$ cat config.mk
export PLATFORM = sky130hd
export DESIGN_NAME = adc_subcode_corrector
export DESIGN_NICKNAME = d
export VERILOG_FILES = /design/src/rtl/adc_corr_pkg.sv /design/src/rtl/subcode_deskew.sv /design/src/rtl/redundancy_sum.sv /design/src/rtl/word_formatter.sv /design/src/rtl/adc_subcode_corrector.sv
export SDC_FILE = /design/constraint.sdc
export NUM_CORES = 1
export LEC_CHECK = 0
export BUFFER_PORTS_ARGS = -buffer_cell sky130_fd_sc_hd__clkbuf_2
export CAP_MARGIN = 25
export CELL_PAD_IN_SITES_DETAIL_PLACEMENT = 2
export CELL_PAD_IN_SITES_GLOBAL_PLACEMENT = 2
export CORE_ASPECT_RATIO = 0.5
export CORE_MARGIN = 3
export CORE_UTILIZATION = 35
export DETAILED_ROUTE_END_ITERATION = 16
export PLACE_DENSITY_LB_ADDON = 0.15
export SYNTH_ARGS = -nofsm -noshare
export SYNTH_HDL_FRONTEND = slang
export SYNTH_HIERARCHICAL = 1
export SYNTH_SLANG_ARGS = --single-unit
export TNS_END_PERCENT = 100
$ cat constraint.sdc
create_clock -name clk -period 10.3 [get_ports clk]
set_input_delay 1.545 -clock clk [delete_from_list [all_inputs] [get_ports clk]]
set_output_delay 1.545 -clock clk [all_outputs]
set_load 0.02 [all_outputs]
$ cat src/rtl/adc_corr_pkg.sv
// Package: shared constants and mode encoding for the sub-code corrector.
// Assumes 2.5-bit stages: 3-bit codes with seven legal values.
package adc_corr_pkg;
    localparam int unsigned CODE_W   = 3;
    localparam int unsigned MID_CODE = 3;
    localparam int unsigned TOP_CODE = 6;

    typedef enum logic [2:0] {
        MODE_CORR = 3'b000,
        MODE_RAW  = 3'b001
    } out_mode_e;
endpackage

$ cat src/rtl/subcode_deskew.sv
// Module: subcode_deskew
// Delays each stage's code by (STAGES - k) sampling strobes so that the codes
// of one input sample line up. The last stage passes straight through.
// Assumes: codes are presented only on strobe cycles and lie in 0..TOP_CODE.
module subcode_deskew
    import adc_corr_pkg::*;
#(
    parameter int unsigned STAGES = 7
) (
    input  logic                       clk,
    input  logic                       rst_n,
    input  logic                       smp_en,
    input  logic [STAGES*CODE_W-1:0]   raw_i,
    output logic [STAGES*CODE_W-1:0]   algn_o
);
    localparam int unsigned BUS_W = STAGES * CODE_W;

    for (genvar k = 1; k <= STAGES; k++) begin : g_stg
        localparam int unsigned DLY = STAGES - k;
        localparam int unsigned LSB = CODE_W * (STAGES - k);

        // Input legality: a strobed code never exceeds the top code.
        assert_code_legal_R2: assert property (@(posedge clk) disable iff (!rst_n)
            smp_en |-> (raw_i[LSB +: CODE_W] <= CODE_W'(TOP_CODE)));

        if (DLY == 0) begin : g_thru
            assign algn_o[LSB +: CODE_W] = raw_i[LSB +: CODE_W];
        end else begin : g_dly
            logic [CODE_W-1:0] tap [DLY];

            // Shift register advanced once per sampling strobe.
            always_ff @(posedge clk) begin
                if (!rst_n) begin
                    for (int i = 0; i < int'(DLY); i++) tap[i] <= '0;
                end else if (smp_en) begin
                    tap[0] <= raw_i[LSB +: CODE_W];
                    for (int i = 1; i < int'(DLY); i++) tap[i] <= tap[i-1];
                end
            end

            assign algn_o[LSB +: CODE_W] = tap[DLY-1];
        end
    end

    // The stage with a one-strobe delay presents last strobe's input code.
    if (STAGES >= 2) begin : g_chk_align
        localparam int unsigned L1 = CODE_W;
        assert_one_strobe_align_R1: assert property (@(posedge clk) disable iff (!rst_n)
            smp_en |=> (algn_o[L1 +: CODE_W] == $past(raw_i[L1 +: CODE_W])));
    end

    logic unused_bus;
    assign unused_bus = ^BUS_W;
endmodule

$ cat src/rtl/redundancy_sum.sv
// Module: redundancy_sum
// Combinational overlapped addition: each aligned code becomes the signed
// digit (code - MID_CODE), weighted by 4^(STAGES-k), and all digits are summed.
// Assumes: SUM_W is wide enough for +/-(4^STAGES - 1) plus the output bias.
module redundancy_sum
    import adc_corr_pkg::*;
#(
    parameter int unsigned STAGES = 7,
    parameter int unsigned SUM_W  = 2 * STAGES + 2
) (
    input  logic [STAGES*CODE_W-1:0]  algn_i,
    output logic signed [SUM_W-1:0]   val_o
);
    logic signed [SUM_W-1:0] term [STAGES];

    for (genvar k = 1; k <= STAGES; k++) begin : g_term
        localparam int unsigned LSB = CODE_W * (STAGES - k);
        // Signed digit shifted into its two-bit-per-stage weight.
        assign term[k-1] = (SUM_W'(algn_i[LSB +: CODE_W]) - SUM_W'(MID_CODE))
                           << (2 * (STAGES - k));
    end

    // Accumulate every weighted digit into the corrected value.
    always_comb begin
        val_o = '0;
        for (int i = 0; i < int'(STAGES); i++) val_o = val_o + term[i];
    end
endmodule

$ cat src/rtl/word_formatter.sv
// Module: word_formatter
// Biases the corrected value into offset binary, detects over-range,
// saturates, selects corrected or raw content, and registers the result on
// each sampling strobe.
// Assumes: BUS_W >= RES_W and SUM_W = RES_W + 2.
module word_formatter
    import adc_corr_pkg::*;
#(
    parameter int unsigned BUS_W = 21,
    parameter int unsigned RES_W = 14,
    parameter int unsigned SUM_W = 16
) (
    input  logic                     clk,
    input  logic                     rst_n,
    input  logic                     smp_en,
    input  logic [2:0]               mode_i,
    input  logic signed [SUM_W-1:0]  val_i,
    input  logic [BUS_W-1:0]         algn_i,
    output logic [BUS_W-1:0]         out_o,
    output logic                     ovr_o
);
    localparam logic [SUM_W-1:0] OFFS = SUM_W'(1) << (RES_W - 1);

    logic signed [SUM_W-1:0] biased;
    logic                    under, over;
    logic [RES_W-1:0]        sat_word;
    logic [BUS_W-1:0]        next_word;
    logic                    corr_q;

    // Bias into offset binary and classify against the code range.
    always_comb begin
        biased = val_i + $signed(OFFS);
        under  = biased[SUM_W-1];
        over   = !biased[SUM_W-1] && (|biased[SUM_W-2:RES_W]);
    end

    // Clip to the range and pick the bus content for the selected mode.
    always_comb begin
        if (under)     sat_word = '0;
        else if (over) sat_word = '1;
        else           sat_word = biased[RES_W-1:0];
        next_word = (mode_i == MODE_CORR) ? BUS_W'(sat_word) : algn_i;
    end

    // Output register, loaded only on a sampling strobe.
    always_ff @(posedge clk) begin
        if (!rst_n) begin
            out_o  <= '0;
            ovr_o  <= 1'b0;
            corr_q <= 1'b1;
        end else if (smp_en) begin
            out_o  <= next_word;
            ovr_o  <= under || over;
            corr_q <= (mode_i == MODE_CORR);
        end
    end

    // Outputs hold between strobes.
    assert_hold_R6: assert property (@(posedge clk) disable iff (!rst_n)
        !smp_en |=> ($stable(out_o) && $stable(ovr_o)));

    // A flagged corrected word sits at one of the two rails.
    assert_no_overflow_R4: assert property (@(posedge clk) disable iff (!rst_n)
        (ovr_o && corr_q) |-> (out_o[RES_W-1:0] == '0 || out_o[RES_W-1:0] == '1));

    // A corrected word leaves the bits above the resolution clear.
    assert_upper_clear_R3: assert property (@(posedge clk) disable iff (!rst_n)
        corr_q |-> (out_o[BUS_W-1:RES_W] == '0));
endmodule

$ cat src/rtl/adc_subcode_corrector.sv
// Module: adc_subcode_corrector (top)
// Aligns the skewed stage codes, removes redundancy, formats the output word
// and produces the data-ready strobe once the delay lines hold real samples.
// Assumes: one strobe per sample; codes legal on strobe cycles.
module adc_subcode_corrector
    import adc_corr_pkg::*;
#(
    parameter int unsigned STAGES = 7
) (
    input  logic                        clk,
    input  logic                        rst_n,
    input  logic                        smp_en,
    input  logic [2:0]                  mode_sel,
    input  logic [STAGES*CODE_W-1:0]    stage_codes,
    output logic [STAGES*CODE_W-1:0]    out_word,
    output logic                        out_range,
    output logic                        data_rdy
);
    localparam int unsigned BUS_W = STAGES * CODE_W;
    localparam int unsigned RES_W = 2 * STAGES;
    localparam int unsigned SUM_W = RES_W + 2;
    localparam int unsigned CNT_W = $clog2(STAGES);
    localparam logic [CNT_W-1:0] FILL_LAST = CNT_W'(STAGES - 1);

    logic [BUS_W-1:0]        algn;
    logic signed [SUM_W-1:0] val;
    logic [CNT_W-1:0]        fill_cnt;
    logic                    fill_full;

    subcode_deskew #(.STAGES(STAGES)) i_deskew (
        .clk    (clk),
        .rst_n  (rst_n),
        .smp_en (smp_en),
        .raw_i  (stage_codes),
        .algn_o (algn)
    );

    redundancy_sum #(.STAGES(STAGES), .SUM_W(SUM_W)) i_sum (
        .algn_i (algn),
        .val_o  (val)
    );

    word_formatter #(.BUS_W(BUS_W), .RES_W(RES_W), .SUM_W(SUM_W)) i_fmt (
        .clk    (clk),
        .rst_n  (rst_n),
        .smp_en (smp_en),
        .mode_i (mode_sel),
        .val_i  (val),
        .algn_i (algn),
        .out_o  (out_word),
        .ovr_o  (out_range)
    );

    assign fill_full = (fill_cnt == FILL_LAST);

    // Count strobes since reset until the longest delay line is full.
    always_ff @(posedge clk) begin
        if (!rst_n)                     fill_cnt <= '0;
        else if (smp_en && !fill_full)  fill_cnt <= fill_cnt + 1'b1;
    end

    // Ready strobe for the cycle after a strobe that produced a valid word.
    always_ff @(posedge clk) begin
        if (!rst_n) data_rdy <= 1'b0;
        else        data_rdy <= smp_en && fill_full;
    end

    // Ready only follows a strobe edge.
    assert_rdy_after_strobe_R7: assert property (@(posedge clk) disable iff (!rst_n)
        data_rdy |-> $past(smp_en));

    // Ready is never a two-cycle pulse unless strobes are back to back.
    assert_rdy_single_R7: assert property (@(posedge clk) disable iff (!rst_n)
        (data_rdy && !smp_en) |=> !data_rdy);
endmodule

==> impl_metrics.env <==
export IMPL_status="finished clean"
export IMPL_avgSynthCellArea_um2=11.8
export IMPL_wire_per_inst_um=18.0
export IMPL_final_antenna_net_count=0
export IMPL_yosysSeqAreaShare=0.460
export IMPL_ys_types=44
export IMPL_cts_max_path_buffers=2
export IMPL_cts_root_buf="clkbuf_16"
export IMPL_syn_area_um2=5240
export IMPL_relSlewSlack=0.434
export IMPL_layout_drive_gt1_share=0.183
export IMPL_grt_pass1_vias=3626
export IMPL_hold_path_class="flip-flop to flip-flop"
export IMPL_cts_made_buffers=9
export IMPL_crit_fanout=15
export IMPL_tns_ns=0
export IMPL_synth_seq_cells=89
export IMPL_drcViolationCount=0
export IMPL_r2r_start="i_deskew/g_stg[6].g_dly.tap[0][0]"
export IMPL_row_count=30
export IMPL_grt_overflow=0
export IMPL_routed_wl_mm=12.0
export IMPL_grt_antenna_before_repair=0
export IMPL_hold_end="fill_cnt[1]"
export IMPL_clkTransAtPathRegs_ns=0.07
export IMPL_cts_tree="yes"
export IMPL_drt_vias_per_instance=5.05
export IMPL_finClkSkew_ns=0.00989
export IMPL_min_period_ns=6.84
export IMPL_track_usage=0.154
export IMPL_endpoint_kind="flip-flop"
export IMPL_first_pass_iters=4
export IMPL_syn2layout_area_growth_pct=11.4
export IMPL_core_area_um2=14100
export IMPL_min_from="fill_cnt[1]"
export IMPL_final_max_slew_viol_count=0
export IMPL_nFillCells=1483
export IMPL_post_route_period_util=0.664
export IMPL_r2r_slack_ns=4.62
export IMPL_cts_resized=0
export IMPL_worst_pin_slew_ns=0.849
export IMPL_max_freq_ghz=0.146
export IMPL_ys_top_cells_by_area="edfxtp_1 36%, dfxtp_1 9.9%, fa_1 9.9%"
export IMPL_io_pin_count=50
export IMPL_critPathKind="input pin to flip-flop"
export IMPL_synthCells=444
export IMPL_cts_sinks=89
export IMPL_nets=562
export IMPL_yosys_area_top_type="edfxtp_1"
export IMPL_setup_viol=0
export IMPL_grt_pass1_wl_mm=19.9
export IMPL_dp_hpwl_mm=8.41
export IMPL_insertedDiodeCount=0
export IMPL_grt_max_degree=107
export IMPL_htree_levels=3
export IMPL_max_cap_viol_count=0
export IMPL_drt_iter0_drc=222
export IMPL_die_w_um=179
export IMPL_gp_congestion=0.772
export IMPL_port_buffers=49
export IMPL_worstPathRequired_ns=10.56
export IMPL_rsz0062_at_grt="false"
export IMPL_hold_depth=2
export IMPL_die_h_um=92.5
export IMPL_num_vias=3374
export IMPL_dieArea_um2=16600
export IMPL_r2r_cells=17
export IMPL_syn_nets=535
export IMPL_critPathLaunchType="input pin"
export IMPL_cp_arrival_ns=7.09
export IMPL_start_util=0.372
export IMPL_r2r_end="i_fmt/out_o[0]"
export IMPL_clk_latency_ns=0.34
export IMPL_synth_warnings=6
export IMPL_post_cts_setup_buffers=0
export IMPL_hold_buffers=0
export IMPL_synth_top_area_frac=0.361
export IMPL_finalHoldViolations=0
-- sequential cells by signal, indices dropped and copies added, names as in the netlist --
signal and cells:
i_deskew/g_stg.g_dly.tap 63, i_fmt/out_o 21, fill_cnt 3, data_rdy 1
i_fmt/ovr_o 1
-- synth_stat cells --
| cell type | instances |
|---|---|
| o22ai_1 | 1 |
| nor2_1 | 1 |
| o21ai_2 | 1 |
| a21o_1 | 6 |
| nor3b_1 | 1 |
| or3_4 | 1 |
| clkbuf_1 | 6 |
| nand3_1 | 3 |
| fa_1 | 26 |
| nand2b_1 | 5 |
| o31a_2 | 1 |
| nor3_1 | 1 |
| o311ai_1 | 1 |
| dfxtp_1 | 26 |
| edfxtp_1 | 63 |
| o211ai_1 | 15 |
| nor2b_1 | 15 |
| and4b_1 | 1 |
| a21boi_2 | 11 |
| o2111a_1 | 1 |
| and3_1 | 63 |
| a21boi_0 | 4 |
| a311oi_1 | 1 |
| nand2_1 | 5 |
| clkbuf_2 | 7 |
| and4_2 | 1 |
| a31oi_1 | 1 |
| buf_2 | 7 |
| or3_1 | 1 |
| nor3_4 | 1 |
| xnor2_2 | 1 |
| o2111ai_1 | 2 |
| ha_1 | 38 |
| inv_1 | 41 |
| xor2_1 | 7 |
| buf_4 | 15 |
| xnor2_1 | 10 |
| o21a_1 | 1 |
| or4b_1 | 1 |
| mux2i_1 | 2 |
| buf_6 | 1 |
| a21oi_1 | 30 |
| nor3b_2 | 1 |
| o21ai_0 | 17 |
-- routing by layer --
metal,track usage,routed length [µm]
met2,0.237,5390
met4,0.0233,82
met3,0.0295,359
met5,0,0
met1,0.227,6220
-- stage by stage --
stage	instance area (µm²)	worst slack, ns	util	cells	hold WS [ns]
floorplan	5240	3.84	-	444	0.455
global placement	5540	3.28	0.393	652	0.468
detailed placement	5540	3.07	0.393	652	0.480
CTS	5840	3.39	0.415	668	0.500
global route	5840	3.05	0.415	668	0.552
finish	5840	3.46	0.415	668	0.492
-- cells by family after synthesis --
family / Yosys count / share of synthesized area
simple gates: 101 / 0.123
mux: 2 / 0.00382
compound gates: 93 / 0.121
xor+xnor: 18 / 0.0315
fa+ha+maj: 64 / 0.190
flops: 89 / 0.460
buf+inv: 77 / 0.0707
-- critical path: stages --
cell,delay [ns]
clkbuf_2,0.11
a21oi_1,0.35
inv_1,0.19
fa_1,0.73
inv_1,0.20
fa_1,0.56
inv_1,0.06
fa_1,0.41
inv_1,0.07
fa_1,0.41
ha_1,0.37
o21ai_2,0.24
nor3b_1,0.10
a311oi_1,0.26
o311ai_1,0.15
ha_1,0.24
xnor2_2,0.64
o211ai_1,0.22
a21oi_1,0.23
-- cell usage in the layout (no fill, tap or decap), types with 4 or more instances in the layout --
cell       instances
clkbuf_2          49
a21oi_1           30
xor2_1             7
fa_1              26
a21o_1             6
dfxtp_1           26
edfxtp_1          63
a21boi_0           4
a21boi_2          11
nand2b_1           4
o21ai_0           17
inv_1             41
nor2b_1           15
and3_1            63
nand2_1            5
xnor2_1           10
o211ai_1          15
ha_1              38
clkbuf_16          9
-- how the worst max path moves through the flow --
stage | startpoint | to | slack, ns | depth (start not counted)
2_1_floorplan | stage_codes[1] | i_fmt/out_o[0] | 3.84 | 20
3_3_place_gp | stage_codes[1] | i_fmt/out_o[8] | 3.28 | 19
3_5_place_dp | stage_codes[1] | i_fmt/out_o[7] | 3.07 | 19
4_1_cts | stage_codes[1] | i_fmt/out_o[0] | 3.39 | 19
5_1_grt | stage_codes[0] | i_fmt/out_o[0] | 3.05 | 19
6_report | stage_codes[1] | i_fmt/out_o[0] | 3.46 | 19
-- area by class of cell --
type	count	area [µm²]	share of cell area
well taps	192	240	0.0412
multi-input cells	278	2460	0.422
clock buffers	9	225	0.0386
inverters	41	154	0.0264
flip-flops and latches	89	2410	0.413
repair buffers	52	268	0.0459
clock inverters	7	76.3	0.0131
Power is left out: the tool's default activity adds up to more than one toggle a clock period on the data nets, which glitch-free logic cannot reach.
